[config.mk]
export PLATFORM = sky130hd
export DESIGN_NAME = ddr2_act_tracker
export DESIGN_NICKNAME = d
export VERILOG_FILES = /design/src/rtl/ddr2_trk_pkg.sv /design/src/rtl/ddr2_cmd_decode.sv /design/src/rtl/ddr2_bank_timer.sv /design/src/rtl/ddr2_posted_cas.sv /design/src/rtl/ddr2_act_tracker.sv
export SDC_FILE = /design/constraint.sdc
export NUM_CORES = 1
export LEC_CHECK = 0
export ABC_AREA = 1
export BUFFER_PORTS_ARGS = -buffer_cell sky130_fd_sc_hd__buf_2
export CORE_MARGIN = 1.5
export CORE_UTILIZATION = 56
export DETAILED_ROUTE_END_ITERATION = 6
export PLACE_DENSITY = 0.74
export SYNTH_ARGS = -nofsm -noshare
export SYNTH_HDL_FRONTEND = slang
export SYNTH_SLANG_ARGS = --single-unit
export TNS_END_PERCENT = 10
[constraint.sdc]
create_clock -name clk -period 3.2 [get_ports clk]
set_clock_uncertainty 0.2 [all_clocks]
set_input_delay 0.16 -clock clk [delete_from_list [all_inputs] [get_ports clk]]
set_output_delay 0.16 -clock clk [all_outputs]
set_load 0.02 [all_outputs]
[src/rtl/ddr2_trk_pkg.sv]
package ddr2_trk_pkg;

    typedef enum logic [2:0] {
        CMD_NONE = 3'd0,
        CMD_ACT  = 3'd1,
        CMD_RD   = 3'd2,
        CMD_WR   = 3'd3,
        CMD_PRE  = 3'd4
    } cmd_e;

    localparam int NV      = 7;
    localparam int V_NOROW = 0;
    localparam int V_BUSY  = 1;
    localparam int V_RCD   = 2;
    localparam int V_RAS   = 3;
    localparam int V_RP    = 4;
    localparam int V_RC    = 5;
    localparam int V_RRD   = 6;

endpackage

[src/rtl/ddr2_cmd_decode.sv]
module ddr2_cmd_decode
    import ddr2_trk_pkg::*;
(
    input  logic cs_n,
    input  logic ras_n,
    input  logic cas_n,
    input  logic we_n,
    output cmd_e cmd_o
);

    always_comb begin
        cmd_o = CMD_NONE;
        if (!cs_n) begin
            unique case ({ras_n, cas_n, we_n})
                3'b011:  cmd_o = CMD_ACT;
                3'b101:  cmd_o = CMD_RD;
                3'b100:  cmd_o = CMD_WR;
                3'b010:  cmd_o = CMD_PRE;
                default: cmd_o = CMD_NONE;
            endcase
        end
    end

endmodule

[src/rtl/ddr2_bank_timer.sv]
module ddr2_bank_timer #(
    parameter int ADDR_W = 13,
    parameter int TW     = 5
) (
    input  logic              clk,
    input  logic              rst_n,
    input  logic              act_i,
    input  logic              pre_i,
    input  logic [ADDR_W-1:0] row_i,
    input  logic [TW-1:0]     trcd_i,
    input  logic [TW-1:0]     tras_i,
    input  logic [TW-1:0]     trp_i,
    input  logic [TW-1:0]     trc_i,
    output logic              open_o,
    output logic [ADDR_W-1:0] row_o,
    output logic [TW-1:0]     rcd_left_o,
    output logic              ras_done_o,
    output logic              rp_done_o,
    output logic              rc_done_o
);

    typedef struct packed {
        logic              open;
        logic [ADDR_W-1:0] row;
        logic [TW-1:0]     rcd;
        logic [TW-1:0]     ras;
        logic [TW-1:0]     rp;
        logic [TW-1:0]     rc;
    } bank_st_t;

    bank_st_t st_d, st_q;

    function automatic logic [TW-1:0] dec_sat(input logic [TW-1:0] v);
        return (v == '0) ? '0 : v - 1'b1;
    endfunction

    always_comb begin
        st_d     = st_q;
        st_d.rcd = dec_sat(st_q.rcd);
        st_d.ras = dec_sat(st_q.ras);
        st_d.rp  = dec_sat(st_q.rp);
        st_d.rc  = dec_sat(st_q.rc);
        if (act_i) begin
            st_d.open = 1'b1;
            st_d.row  = row_i;
            st_d.rcd  = dec_sat(trcd_i);
            st_d.ras  = dec_sat(tras_i);
            st_d.rc   = dec_sat(trc_i);
        end else if (pre_i) begin
            st_d.open = 1'b0;
            st_d.rp   = dec_sat(trp_i);
        end
    end

    always_ff @(posedge clk or negedge rst_n) begin
        if (!rst_n) begin
            st_q <= '0;
        end else begin
            st_q <= st_d;
        end
    end

    assign open_o     = st_q.open;
    assign row_o      = st_q.row;
    assign rcd_left_o = st_q.rcd;
    assign ras_done_o = (st_q.ras == '0);
    assign rp_done_o  = (st_q.rp == '0);
    assign rc_done_o  = (st_q.rc == '0);

endmodule

[src/rtl/ddr2_posted_cas.sv]
module ddr2_posted_cas #(
    parameter int ADDR_W = 13,
    parameter int BA_W   = 2,
    parameter int MAX_AL = 4,
    parameter int ALW    = 3
) (
    input  logic              clk,
    input  logic              rst_n,
    input  logic              push_i,
    input  logic              wr_i,
    input  logic [BA_W-1:0]   bank_i,
    input  logic [ADDR_W-1:0] row_i,
    input  logic [ADDR_W-1:0] col_i,
    input  logic [ALW-1:0]    al_i,
    output logic              issue_vld_o,
    output logic              issue_wr_o,
    output logic [BA_W-1:0]   issue_bank_o,
    output logic [ADDR_W-1:0] issue_row_o,
    output logic [ADDR_W-1:0] issue_col_o
);

    localparam int DEPTH = MAX_AL + 1;

    typedef struct packed {
        logic              vld;
        logic              wr;
        logic [BA_W-1:0]   bank;
        logic [ADDR_W-1:0] row;
        logic [ADDR_W-1:0] col;
    } slot_t;

    slot_t [DEPTH-1:0] line_d, line_q;

    always_comb begin
        for (int i = 0; i < DEPTH - 1; i++) begin
            line_d[i] = line_q[i+1];
        end
        line_d[DEPTH-1] = '0;
        if (push_i) begin
            line_d[al_i] = '{vld: 1'b1, wr: wr_i, bank: bank_i, row: row_i, col: col_i};
        end
    end

    always_ff @(posedge clk or negedge rst_n) begin
        if (!rst_n) begin
            line_q <= '0;
        end else begin
            line_q <= line_d;
        end
    end

    assign issue_vld_o  = line_q[0].vld;
    assign issue_wr_o   = line_q[0].wr;
    assign issue_bank_o = line_q[0].bank;
    assign issue_row_o  = line_q[0].row;
    assign issue_col_o  = line_q[0].col;

endmodule

[src/rtl/ddr2_act_tracker.sv]
module ddr2_act_tracker
    import ddr2_trk_pkg::*;
#(
    parameter int BA_W   = 2,
    parameter int ADDR_W = 13,
    parameter int TW     = 5,
    parameter int ALW    = 3,
    parameter int MAX_AL = 4
) (
    input  logic              clk,
    input  logic              rst_n,
    input  logic              cs_n,
    input  logic              ras_n,
    input  logic              cas_n,
    input  logic              we_n,
    input  logic [BA_W-1:0]   ba,
    input  logic [ADDR_W-1:0] addr,
    input  logic [TW-1:0]     cfg_trcd,
    input  logic [TW-1:0]     cfg_tras,
    input  logic [TW-1:0]     cfg_trp,
    input  logic [TW-1:0]     cfg_trc,
    input  logic [TW-1:0]     cfg_trrd,
    input  logic [ALW-1:0]    cfg_al,
    output logic              cmd_vld_o,
    output logic              cmd_ok_o,
    output logic [NV-1:0]     viol_o,
    output logic              issue_vld_o,
    output logic              issue_wr_o,
    output logic [BA_W-1:0]   issue_bank_o,
    output logic [ADDR_W-1:0] issue_row_o,
    output logic [ADDR_W-1:0] issue_col_o
);

    localparam int NUM_BANKS = 1 << BA_W;

    typedef struct packed {
        logic [TW-1:0] rrd;
        logic          vld;
        logic          ok;
        logic [NV-1:0] viol;
    } top_st_t;

    top_st_t st_d, st_q;

    cmd_e                               cmd;
    logic [NUM_BANKS-1:0]               act_go;
    logic [NUM_BANKS-1:0]               pre_go;
    logic [NUM_BANKS-1:0]               bk_open;
    logic [NUM_BANKS-1:0]               bk_ras_done;
    logic [NUM_BANKS-1:0]               bk_rp_done;
    logic [NUM_BANKS-1:0]               bk_rc_done;
    logic [NUM_BANKS-1:0][TW-1:0]       bk_rcd_left;
    logic [NUM_BANKS-1:0][ADDR_W-1:0]   bk_row;
    logic [NV-1:0]                      viol;
    logic                               legal;
    logic                               push;
    logic [ALW-1:0]                     al_eff;

    function automatic logic [TW-1:0] dec_sat(input logic [TW-1:0] v);
        return (v == '0) ? '0 : v - 1'b1;
    endfunction

    ddr2_cmd_decode i_decode (
        .cs_n  (cs_n),
        .ras_n (ras_n),
        .cas_n (cas_n),
        .we_n  (we_n),
        .cmd_o (cmd)
    );

    genvar b;
    generate
        for (b = 0; b < NUM_BANKS; b++) begin : g_bank
            ddr2_bank_timer #(
                .ADDR_W (ADDR_W),
                .TW     (TW)
            ) i_bank (
                .clk        (clk),
                .rst_n      (rst_n),
                .act_i      (act_go[b]),
                .pre_i      (pre_go[b]),
                .row_i      (addr),
                .trcd_i     (cfg_trcd),
                .tras_i     (cfg_tras),
                .trp_i      (cfg_trp),
                .trc_i      (cfg_trc),
                .open_o     (bk_open[b]),
                .row_o      (bk_row[b]),
                .rcd_left_o (bk_rcd_left[b]),
                .ras_done_o (bk_ras_done[b]),
                .rp_done_o  (bk_rp_done[b]),
                .rc_done_o  (bk_rc_done[b])
            );
        end
    endgenerate

    // Additive latency beyond the supported maximum is clamped.
    assign al_eff = (cfg_al > ALW'(MAX_AL)) ? ALW'(MAX_AL) : cfg_al;

    // Rule checks, in priority order, for the command on the bus.
    always_comb begin
        viol = '0;
        unique case (cmd)
            CMD_ACT: begin
                if (bk_open[ba])               viol[V_BUSY] = 1'b1;
                else if (!bk_rp_done[ba])      viol[V_RP]   = 1'b1;
                else if (!bk_rc_done[ba])      viol[V_RC]   = 1'b1;
                else if (st_q.rrd != '0)       viol[V_RRD]  = 1'b1;
            end
            CMD_RD, CMD_WR: begin
                if (!bk_open[ba])                          viol[V_NOROW] = 1'b1;
                else if (bk_rcd_left[ba] > TW'(al_eff))    viol[V_RCD]   = 1'b1;
            end
            CMD_PRE: begin
                if (!bk_open[ba])              viol[V_NOROW] = 1'b1;
                else if (!bk_ras_done[ba])     viol[V_RAS]   = 1'b1;
            end
            default: viol = '0;
        endcase
    end

    assign legal = (cmd != CMD_NONE) && (viol == '0);
    assign push  = legal && ((cmd == CMD_RD) || (cmd == CMD_WR));

    always_comb begin
        for (int i = 0; i < NUM_BANKS; i++) begin
            act_go[i] = legal && (cmd == CMD_ACT) && (ba == BA_W'(i));
            pre_go[i] = legal && (cmd == CMD_PRE) && (ba == BA_W'(i));
        end
    end

    always_comb begin
        st_d      = st_q;
        st_d.vld  = (cmd != CMD_NONE);
        st_d.ok   = legal;
        st_d.viol = viol;
        if (legal && (cmd == CMD_ACT)) begin
            st_d.rrd = dec_sat(cfg_trrd);
        end else begin
            st_d.rrd = dec_sat(st_q.rrd);
        end
    end

    always_ff @(posedge clk or negedge rst_n) begin
        if (!rst_n) begin
            st_q <= '0;
        end else begin
            st_q <= st_d;
        end
    end

    assign cmd_vld_o = st_q.vld;
    assign cmd_ok_o  = st_q.ok;
    assign viol_o    = st_q.viol;

    ddr2_posted_cas #(
        .ADDR_W (ADDR_W),
        .BA_W   (BA_W),
        .MAX_AL (MAX_AL),
        .ALW    (ALW)
    ) i_posted (
        .clk          (clk),
        .rst_n        (rst_n),
        .push_i       (push),
        .wr_i         (cmd == CMD_WR),
        .bank_i       (ba),
        .row_i        (bk_row[ba]),
        .col_i        (addr),
        .al_i         (al_eff),
        .issue_vld_o  (issue_vld_o),
        .issue_wr_o   (issue_wr_o),
        .issue_bank_o (issue_bank_o),
        .issue_row_o  (issue_row_o),
        .issue_col_o  (issue_col_o)
    );

endmodule

# == Word level (Yosys, flattened, before mapping) ==
# Index checks and enable logic that the tools add are counted.
# word_totals
elab_cells,220
in_bits,49
out_inout_bits,39
reg_bits,300
# op_classes
n_mux,83
addsub,22
eq_ne,11
n_reduce_logical,46
n_lt_le_gt_ge,5
# ops
op,count
2-to-1 mux 5 bit,36
bitwise mux 150 bit,1
2-to-1 mux 150 bit,1
zero test 5 bit,22
subtractor 5 x 1 -> 5 bit (second input constant),22
demux 30 bit (select 3 bit),1
2-to-1 mux 10 bit,4
2-to-1 mux 30 bit,1
binary-select mux 13 bit (select 2 bit),1
2-to-1 mux 1 bit,26
logical AND 1 bit,13
2-to-1 mux 13 bit,1
equality test 3 x 2 -> 1 bit (second input constant),4
2-to-1 mux 3 bit,4
one-hot mux 3 bit (4 select lines),1
binary-select mux 5 bit (select 2 bit),1
equality test 3 bit (second input constant),3
binary-select mux 1 bit (select 2 bit),4
nonzero test 2 bit,4
zero test 7 bit,1
greater-than comparator 5 x 3 -> 1 bit,1
nonzero test 5 bit,1
equality test 2 bit (second input constant),2
< comparator 3 x 4 -> 1 bit (second input constant),1
11 further kinds,11

# == Longest topological paths before layout ==
# Gate-level depths: netlist of run 1.
# logic_depth
ltp_word,13
mapped_depth,19
depth_no_buf,16

# == Modules after synthesis ==
# A second synthesis of run 1 with hierarchy kept.
# unflattened
hier_cells,2098
area_unflattened_um2,16015.4
# by_module_without_submodules
mod,cells_per_inst,area_per_inst_um2,seq_area_each_um2,n_inst
ddr2_bank_timer,297,2118.3,850.8,4
ddr2_posted_cas,644,5936.9,3753.6,1
ddr2_act_tracker,254,1554.0,350.3,1
ddr2_cmd_decode,12,51.3,0.0,1

# == Worst setup path after synthesis of run 1 ==
# Ideal clock, no wire load.
# synth_path
path_type,input port to flip-flop
from,input port ba[1]
to,register i_posted.line_q (netlist bit i_posted.issue_bank_o[0])
t_required_ns,2.883
t_arrival_ns,2.580
setup_ns,0.117
cell_stages,18
path_slack_ns,0.303
path_buffers,4
path_cell_list,inv_2 > nor2_4 > clkbuf_1 > buf_1 > a221oi_1 > ha_1 > a21oi_1 > o21ai_0 > nand2_1 > nand2_1 > nand2_1 > nand2_1 > nor2_2 > nand2_1 > buf_2 > buf_2 > nand2_1 > nand2_1
# synth_lines
item,line_no,source
"start, declared",ddr2_act_tracker.sv:16,"input logic [BA_W-1:0] ba,"
"end signal, assigned",ddr2_posted_cas.sv:48,line_q <= line_d;
"end, declared",ddr2_posted_cas.sv:32,"slot_t [DEPTH-1:0] line_d, line_q;"

==> impl_results.md, run 1 <==
- Initial Util: 0.576
- Die area: 0.0289 mm^2
- Final net count: about 2,200
- Req. time, crit path: approximately 3.5 ns
- Synth warn: 0
- CP max-delay cell: dlygate4sd3_1
- Synth Area in Simple Gates: 0.326
- Switch Pwr: between 3 and 4 mW
- Critical Path Max Stage Delay: 0.56 ns
- Die X: roughly 170 um
- CTS Buf Count: 34
- Worst skew pair latency: between 0.5 and 0.6 ns
- Cell Area, Placed: 0.0162 mm^2
- Final Total Pwr: 11.5 mW
- Final Cycle Share: 0.948
- R2r startpoint: g_bank[1].i_bank.st_q[5]
- Fraction of registers with async set/reset: 1.00
- Cell breakdown of the critical path: dlygate4sd3_1 > buf_2 > inv_4 > nor2_4 > inv_1 > o22ai_1 > a221oi_1 > ha_1 > a21oi_1 > o21ai_0 > nand2_1 > nand2_1 > nand2_1 > nand2_2 > nor2_4 > buf_12 > buf_8 > nand4_1 > nand2_1
- Place WS: roughly 0.24 ns
- Cell type with the highest aggregate area in the netlist: dfrtp_1
- Commonest cells post-synth: nand2_1, dfrtp_1, inv_1
- Largest net degree at the start of global routing: approximately 120
- Die span in y: ~170 um
- Hold path start: cfg_trc[1]
- First-pass GRT wire length: between 60 and 70 mm
- Synthesized cell area: 0.0156 mm^2
- Clock buffer depth: 3
- Antenna violations before repair: 0
- Min-delay worst type: input port to register
- Clk slew on worst S/H paths: roughly 0.060 ns
- Rel. slew slack: 0.249
- Critical path buffers and inverters: 6
- DR WL/cell: approximately 14 um
- Synthesized net count: 2,165
- Port-buffer cells: slightly below 90
- Mux share of post-synthesis cell area: 0.00360
- P&R area growth vs syn: 14.5%
- Crit end category: register
- Clock power share: 0.335
- Via Count: 13,722
- H-tree depth: 2
- TritonCTS clock tree: done
- Final hold violation count: 0
- Vias in the first global route: around 13,000
- RePlAce Congestion: roughly 0.9
- Post-DP HPWL: around 23 mm
- Worst Setup SP: ba[0]
- Synth Area in XOR/XNOR: 0.00616
- Wirelength, routed: between 30 and 40 mm
- GRT overflow: 0
- Internal power: approximately 7.9 mW
- Main flop type after synthesis: dfrtp_1
- Design Area, Final: between 0.015 and 0.02 mm^2
- Seq pwr share: 0.406
- Clock tree sinks: 300
- Cell with the most instances after synthesis: nand2_1
- Max IR drop VDD: 0.000398 V
- Unique cell type count in the Yosys netlist: 37
- Root buf cell: clkbuf_16
- Comb power frac: 0.260
- # rows: 60
- Number of synthesized flops with an enable pin: 0
- Crit path top cell by count: nand2_1
- I/O Pins: 88
- #FFs+latches synth: 300
- Tightest Pin Transition: ~1.1 ns
- Worst setup SP type: input port
- Final worst path period need: slightly above 3 ns
- Crit path max-delay family: buffers and inverters
- RSZ-0062 raised after global routing: no
- Synthesized-area fraction occupied by adder cells: 0.0264
- DR pass1 iterations: 7
- Post-synth top area share: 0.480
- P_leak: around 10 nW
- Arrival @ worst endpoint: between 3 and 4 ns
- Detail Route Antenna Nets: 0
- Crit-path max FO: 46
- Ant diodes: 0
- Post-Synthesis Cells: between 2,000 and 2,500
- Area fraction in compound gates after synthesis: 0.0719
- Sw Share: 0.316
- Detailed-route vias per instance: approximately 5.4
- Pwr per Cell Area: 642 mW/mm^2
- Max-Cap Viols: 0
- Main combinational cell family by area after synthesis: simple AND/OR/NAND/NOR gates
- Layout cell share with drive strength beyond 1: 0.0988
- Crit Path Class: input port to register
- Final setup fails: 0
- Setup TNS: 0 ns
- Layout Utilization: 0.659
- DRT iter0 DRCs: roughly 1,100
- Total GRT Usage: 0.260
- Core Area: between 0.02 and 0.03 mm^2
- Ranking of synthesized cells by area: dfrtp_1, nand2_1, nand4_1, o21ai_0, inv_1
- Synth Area per Inst: approximately 7.5 um^2
- Outcome: complete, no violations
- Sequential fraction of the synthesis area: 0.480
- Final Slew Violations: 0
- FMAX: roughly 0.33 GHz
- DRC Markers: 0
- Final Worst Setup Slack: 0.167 ns
==> path summary, 6_finish.rpt <==
check,to,slack (ns),depth (start not counted)
worst min register to register,i_posted.line_q[119],0.24,1
worst max register to register,g_bank[0].i_bank.rcd_left_o[0],0.26,16
worst max-delay path,g_bank[0].i_bank.rcd_left_o[0],0.17,19
max in group asynchronous,i_posted.line_q[49],1.78,3
worst min-delay path,g_bank[1].i_bank.st_q[3],0.009,6
min in group asynchronous,i_posted.issue_col_o[2],0.06,2
==> layout by cell type, fill, tap and decap left out, drive strengths merged, types with 7 or more instances in the layout <==
cell and n:
or2 13, nand2 857, nand3 29, clkbuf 55, buf 125, inv 168
nor3 14, dfrtp 300, dlygate4sd3 51, a22oi 13, nand3b 7, nor2 145
a21oi 34, ha 33, o21ai 136, nand4 145
==> registers in the layout (all words and copies together) (netlist names) <==
name	cells
i_posted.line_q	120
g_bank.i_bank.st_q	60
g_bank.i_bank.row_o	52
g_bank.i_bank.rcd_left_o	20
i_posted.issue_col_o	13
i_posted.issue_row_o	13
viol_o	7
st_q	5
g_bank.i_bank.open_o	4
i_posted.issue_bank_o	2
cmd_ok_o	1
cmd_vld_o	1
i_posted.issue_vld_o	1
i_posted.issue_wr_o	1
==> cells by family (layout without fill, tap and decap cells) <==
logic type | after synthesis | count (layout)
multiplexers | 5 | 5
XOR/XNOR | 11 | 11
buffers and inverters | 310 | 404
AND/OR/NAND/NOR | 1217 | 1217
adder cells (fa/ha/maj) | 33 | 33
flip-flops | 300 | 300
AO/OA/AOI/OAI | 207 | 207
==> metrics by stage <==
step | hold WS (ns) | cells
floorplan | -0.336 | 2083
global placement | 0.0340 | 2433
detailed placement | 0.0283 | 2433
CTS | 0.00168 | 2543
global route | 0.0665 | 2549
finish | 0.00919 | 2549
==> power by group through the flow <==
stage,clock [mW],sequential [mW],combinational (mW)
2_1_floorplan,0,4.64,2.27
3_3_place_gp,0,4.71,2.76
3_5_place_dp,0,4.72,2.87
4_1_cts,3.89,4.66,2.97
5_1_grt,4.05,4.73,3.47
6_report,3.85,4.67,2.98
==> cell type report <==
class | instances | area, um^2
clock inverter | 6 | 62.6
clock buffer | 53 | 1040
inverter | 167 | 631
sequential | 300 | 7510
fill | 2229 | 9260
multi-input combinational | 1473 | 6810
tap | 372 | 465
timing repair buffer | 178 | 1390
==> worst reg2reg max path: stages (launching register included) <==
cell and delay [ns]:
dfrtp_1 0.37, inv_1 0.12, ha_1 0.19, inv_1 0.04, nor2_1 0.07, nand2_1 0.10, nand2_1 0.07, nand2_1 0.09
nor2_1 0.19, nand2_1 0.14, o21ai_1 0.13, nand2_1 0.17, nor2_4 0.28, buf_12 0.15, buf_8 0.28, nand4_1 0.16
nand2_1 0.11
==> timing repair <==
action                     CTS  global route
hold endpoints to repair   241             0
setup endpoints to repair    0           202
gates resized for setup      0             6
setup buffers                0             4
hold buffers                51             0
==> per-layer routing <==
layer	share of wire	wire, um	up-vias	global-route usage
met3	0.055	2040	83	0.0340
met4	0.034	1260	0	0.0943
met2	0.48	17700	447	0.444
met5	0	0	-	0
li1	-	-	6777	-
met1	0.43	15900	6415	0.339
Power figures use the tool's default switching activity.
==> run 2, diff against run 1 <==
ABC_AREA = default   (was 1)
==> run 2 against run 1 <==
  * Sequential share of layout area increased by 3.8 points
  * Register-to-register slack worse by 0.13 ns
  * Synthesized cell count fell by 44%
  * Sequential cell count is the same
  * Worst hold slack improved by 0.053 ns
  * Cell count shrank 35%
  * Synthesized area is 11% lower
  * Global-route usage shrank 2.3 points
  * Fmax fell by 1.3%
  * Die area is 11% lower
  * Critical endpoint is now i_posted.line_q[87]
  * Highest routed layer unchanged
==> impl_results.md, run 2 <==
- Antenna violations before repair: 0
- P_leak: 8.50 nW
- Arrival @ worst endpoint: 3.26 ns
- Cell with the most instances after synthesis: dfrtp_1
- Final net count: roughly 1,400
- Post-Synthesis Cells: 1,172
- GRT overflow: 0
- Commonest cells after routing, fill and taps aside: dfrtp_1, nand2_1, buf_2
- Ant diodes: 0
- Die area: between 0.02 and 0.03 mm^2
- Initial Util: 0.570
- Clk slew on worst S/H paths: approximately 0.060 ns
- Max FFs per register: 120
- Internal power: between 7 and 8 mW
- Final Slew Violations: 0
- Cell breakdown of the critical path: inv_1 > ha_1 > nor4b_4 > o22ai_2 > or3_4 > o31ai_4 > buf_6 > nand4_4 > clkbuf_16 > mux2_4
- Rel. slew slack: 0.548
- Sw Share: 0.293
- Reg2reg setup slack: 0.13 ns
- Final setup fails: 0
- Worst reg2reg path endpoint: i_posted.line_q[87]
- Switch Pwr: between 3 and 4 mW
- First-pass GRT wire length: about 48 mm
- Min-delay worst type: input port to asynchronous set/reset pin
- Layout cell share with drive strength beyond 1: 0.289
- Req. time, crit path: between 3 and 4 ns
- TritonCTS clock tree: done
- Outcome: complete, no violations
- Max IR drop VDD: 0.000646 V
- DRT iter0 DRCs: 606
- Die span in y: about 160 um
- DRC Markers: 0
- Crit end category: register
- Main flop type after synthesis: dfrtp_1
- Max-Cap Viols: 0
- Total GRT Usage: 0.237
- Commonest cells post-synth: dfrtp_1, nand2_1, mux2_2
- Unique cell type count in the Yosys netlist: 50
- Ranking of synthesized cells by area: dfrtp_1, mux2_2, mux2_4, nand2_1, ha_1
- Comb power frac: 0.235
- Sequential fraction of the synthesis area: 0.541
- Most common cell after layout, fill and taps aside: dfrtp_1
- Synthesized cell area: between 0.01 and 0.015 mm^2
- CP max-delay cell: or3_4
- Wirelength, routed: around 30 mm
- Detail Route Antenna Nets: 0
- FMAX: around 0.33 GHz
- I/O Pins: slightly below 90
- #FFs+latches synth: 300
- Vias in the first global route: around 9,500
- Clock buffer depth: 3
- Final hold violation count: 0
- Largest Register: i_posted.line_q
- Synth warn: 0
- Worst setup SP type: register
- Final Cycle Share: 0.960
- Worst reg-to-reg path cell count: 10
- RePlAce Congestion: roughly 0.82
- R2r startpoint: g_bank[3].i_bank.st_q[5]
- Layout Utilization: 0.676
- Crit-path max FO: 7
- # rows: 57
- Worst skew pair latency: 0.52 ns
- Clock tree sinks: 300
- Number of synthesized flops with an enable pin: 0
- Clock power share: 0.337
- DR WL/cell: around 18 um
- Post-DP HPWL: approximately 18 mm
- Root buf cell: clkbuf_16
- Crit Path Class: register to register
- Via Count: about 9,000
- Layout fillers: roughly 1,700
- H-tree depth: 2
- Synth Area per Inst: 11.8 um^2
- Die X: 160 um
- Synthesized net count: around 1,300
- Cell type with the highest aggregate area in the netlist: dfrtp_1
- Core Area: roughly 0.024 mm^2
- Fraction of registers with async set/reset: 1.00
- P&R area growth vs syn: 18.5%
- Post-synth top area share: 0.541
- Hold_ws: 0.0621 ns
- Detailed-route vias per instance: roughly 5.5
- Tightest Pin Transition: around 0.68 ns
- Largest net degree at the start of global routing: 86
- Final Total Pwr: between 10 and 15 mW
- Pwr per Cell Area: about 680 mW/mm^2
- Seq pwr share: 0.427
- Port-buffer cells: 87
- Final worst path period need: just over 3 ns
- CTS Buf Count: 34
- Critical Path Max Stage Delay: approximately 0.42 ns
- DR pass1 iterations: 5
[run 2: cell types whose count changed in the layout (fill, tap and decap cells not counted), sizes merged, moves of 27 or more]
cell	change
nand2	-711
nand4	-135
mux2	+131
inv	-110
nor2	-92
o21ai	-85
and2	+30
or3	+27
[run 2: critical path: cells and delay by family (launching register included)]
family	cells	cell delay, ns
AOI/OAI and AO/OA	2	0.41
adders and majority gates	1	0.19
muxes	1	0.29
buffers and inverters	3	0.51
DFF	1	0.40
and+or+nand+nor	3	0.92
[run 2: cell type report]
| type | count | area, um^2 | share of cell area |
|---|---|---|---|
| inverter | 56 | 210 | 0.0128 |
| multi-input combinational | 726 | 5730 | 0.349 |
| tap | 324 | 405 | 0.0247 |
| clock buffer | 44 | 958 | 0.0583 |
| timing repair buffer | 192 | 1480 | 0.0899 |
| clock inverter | 13 | 140 | 0.00853 |
| sequential | 300 | 7510 | 0.457 |
[run 2: per-layer routing]
| metal | vias to the layer above | share of wire | global-route usage |
|---|---|---|---|
| li1 | 4233 | - | - |
| met2 | 251 | 0.50 | 0.412 |
| met1 | 4616 | 0.42 | 0.303 |
| met5 | - | 0 | 0 |
| met3 | 51 | 0.049 | 0.0385 |
| met4 | 0 | 0.024 | 0.0803 |
[run 2: logic make-up (layout without fill, tap and decap cells)]
group           count (synthesis)  in the layout  synth area share
compound gates                111            111            0.0466
xor+xnor                       29             29            0.0183
mux                           174            174             0.168
simple gates                  379            379             0.141
flops                         300            300             0.541
fa+ha+maj                      33             33            0.0298
buf+inv                       146            305            0.0554
[run 2: timing repair]
action / CTS / global route
buffers inserted: 0 / 2
hold buffers: 49 / 0
gates resized for setup: 0 / 22
hold endpoints to repair: 338 / 0
endpoints found under the setup margin: 0 / 165
[run 2: power by group through the flow]
stage / logic [mW] / registers [mW] / clock network, mW
5_1_grt: 3.02 / 4.88 / 4.02
3_5_place_dp: 2.50 / 4.82 / 0
4_1_cts: 2.58 / 4.76 / 3.85
6_report: 2.65 / 4.81 / 3.79
3_3_place_gp: 2.41 / 4.80 / 0
2_1_floorplan: 1.92 / 4.72 / 0
[run 2: worst max-delay path by stage]
stage                                        start                   to  slack [ns]  cells after the start
after floorplan                              ba[1]  i_posted.line_q[30]        0.02                     11
after global placement                       ba[0]  i_posted.line_q[78]        0.09                     10
after detailed placement                     ba[0]  i_posted.line_q[86]        0.04                     10
after CTS                 g_bank[1].i_bank.st_q[5]  i_posted.line_q[53]        0.03                      9
after global routing      g_bank[3].i_bank.st_q[5]  i_posted.line_q[87]       -0.01                     10
final                     g_bank[3].i_bank.st_q[5]  i_posted.line_q[87]        0.13                     10
[run 2: through the flow]
stage | TNS [ns] | cells | instance area (um^2) | worst slack (ns)
finish | 0 | 1655 | 16400 | 0.126
global route | -0.0163 | 1655 | 16400 | -0.0125
detailed placement | 0 | 1544 | 14600 | 0.0394
floorplan | 0 | 1172 | 13900 | 0.0239
global placement | 0 | 1544 | 14600 | 0.0874
CTS | 0 | 1650 | 16200 | 0.0289
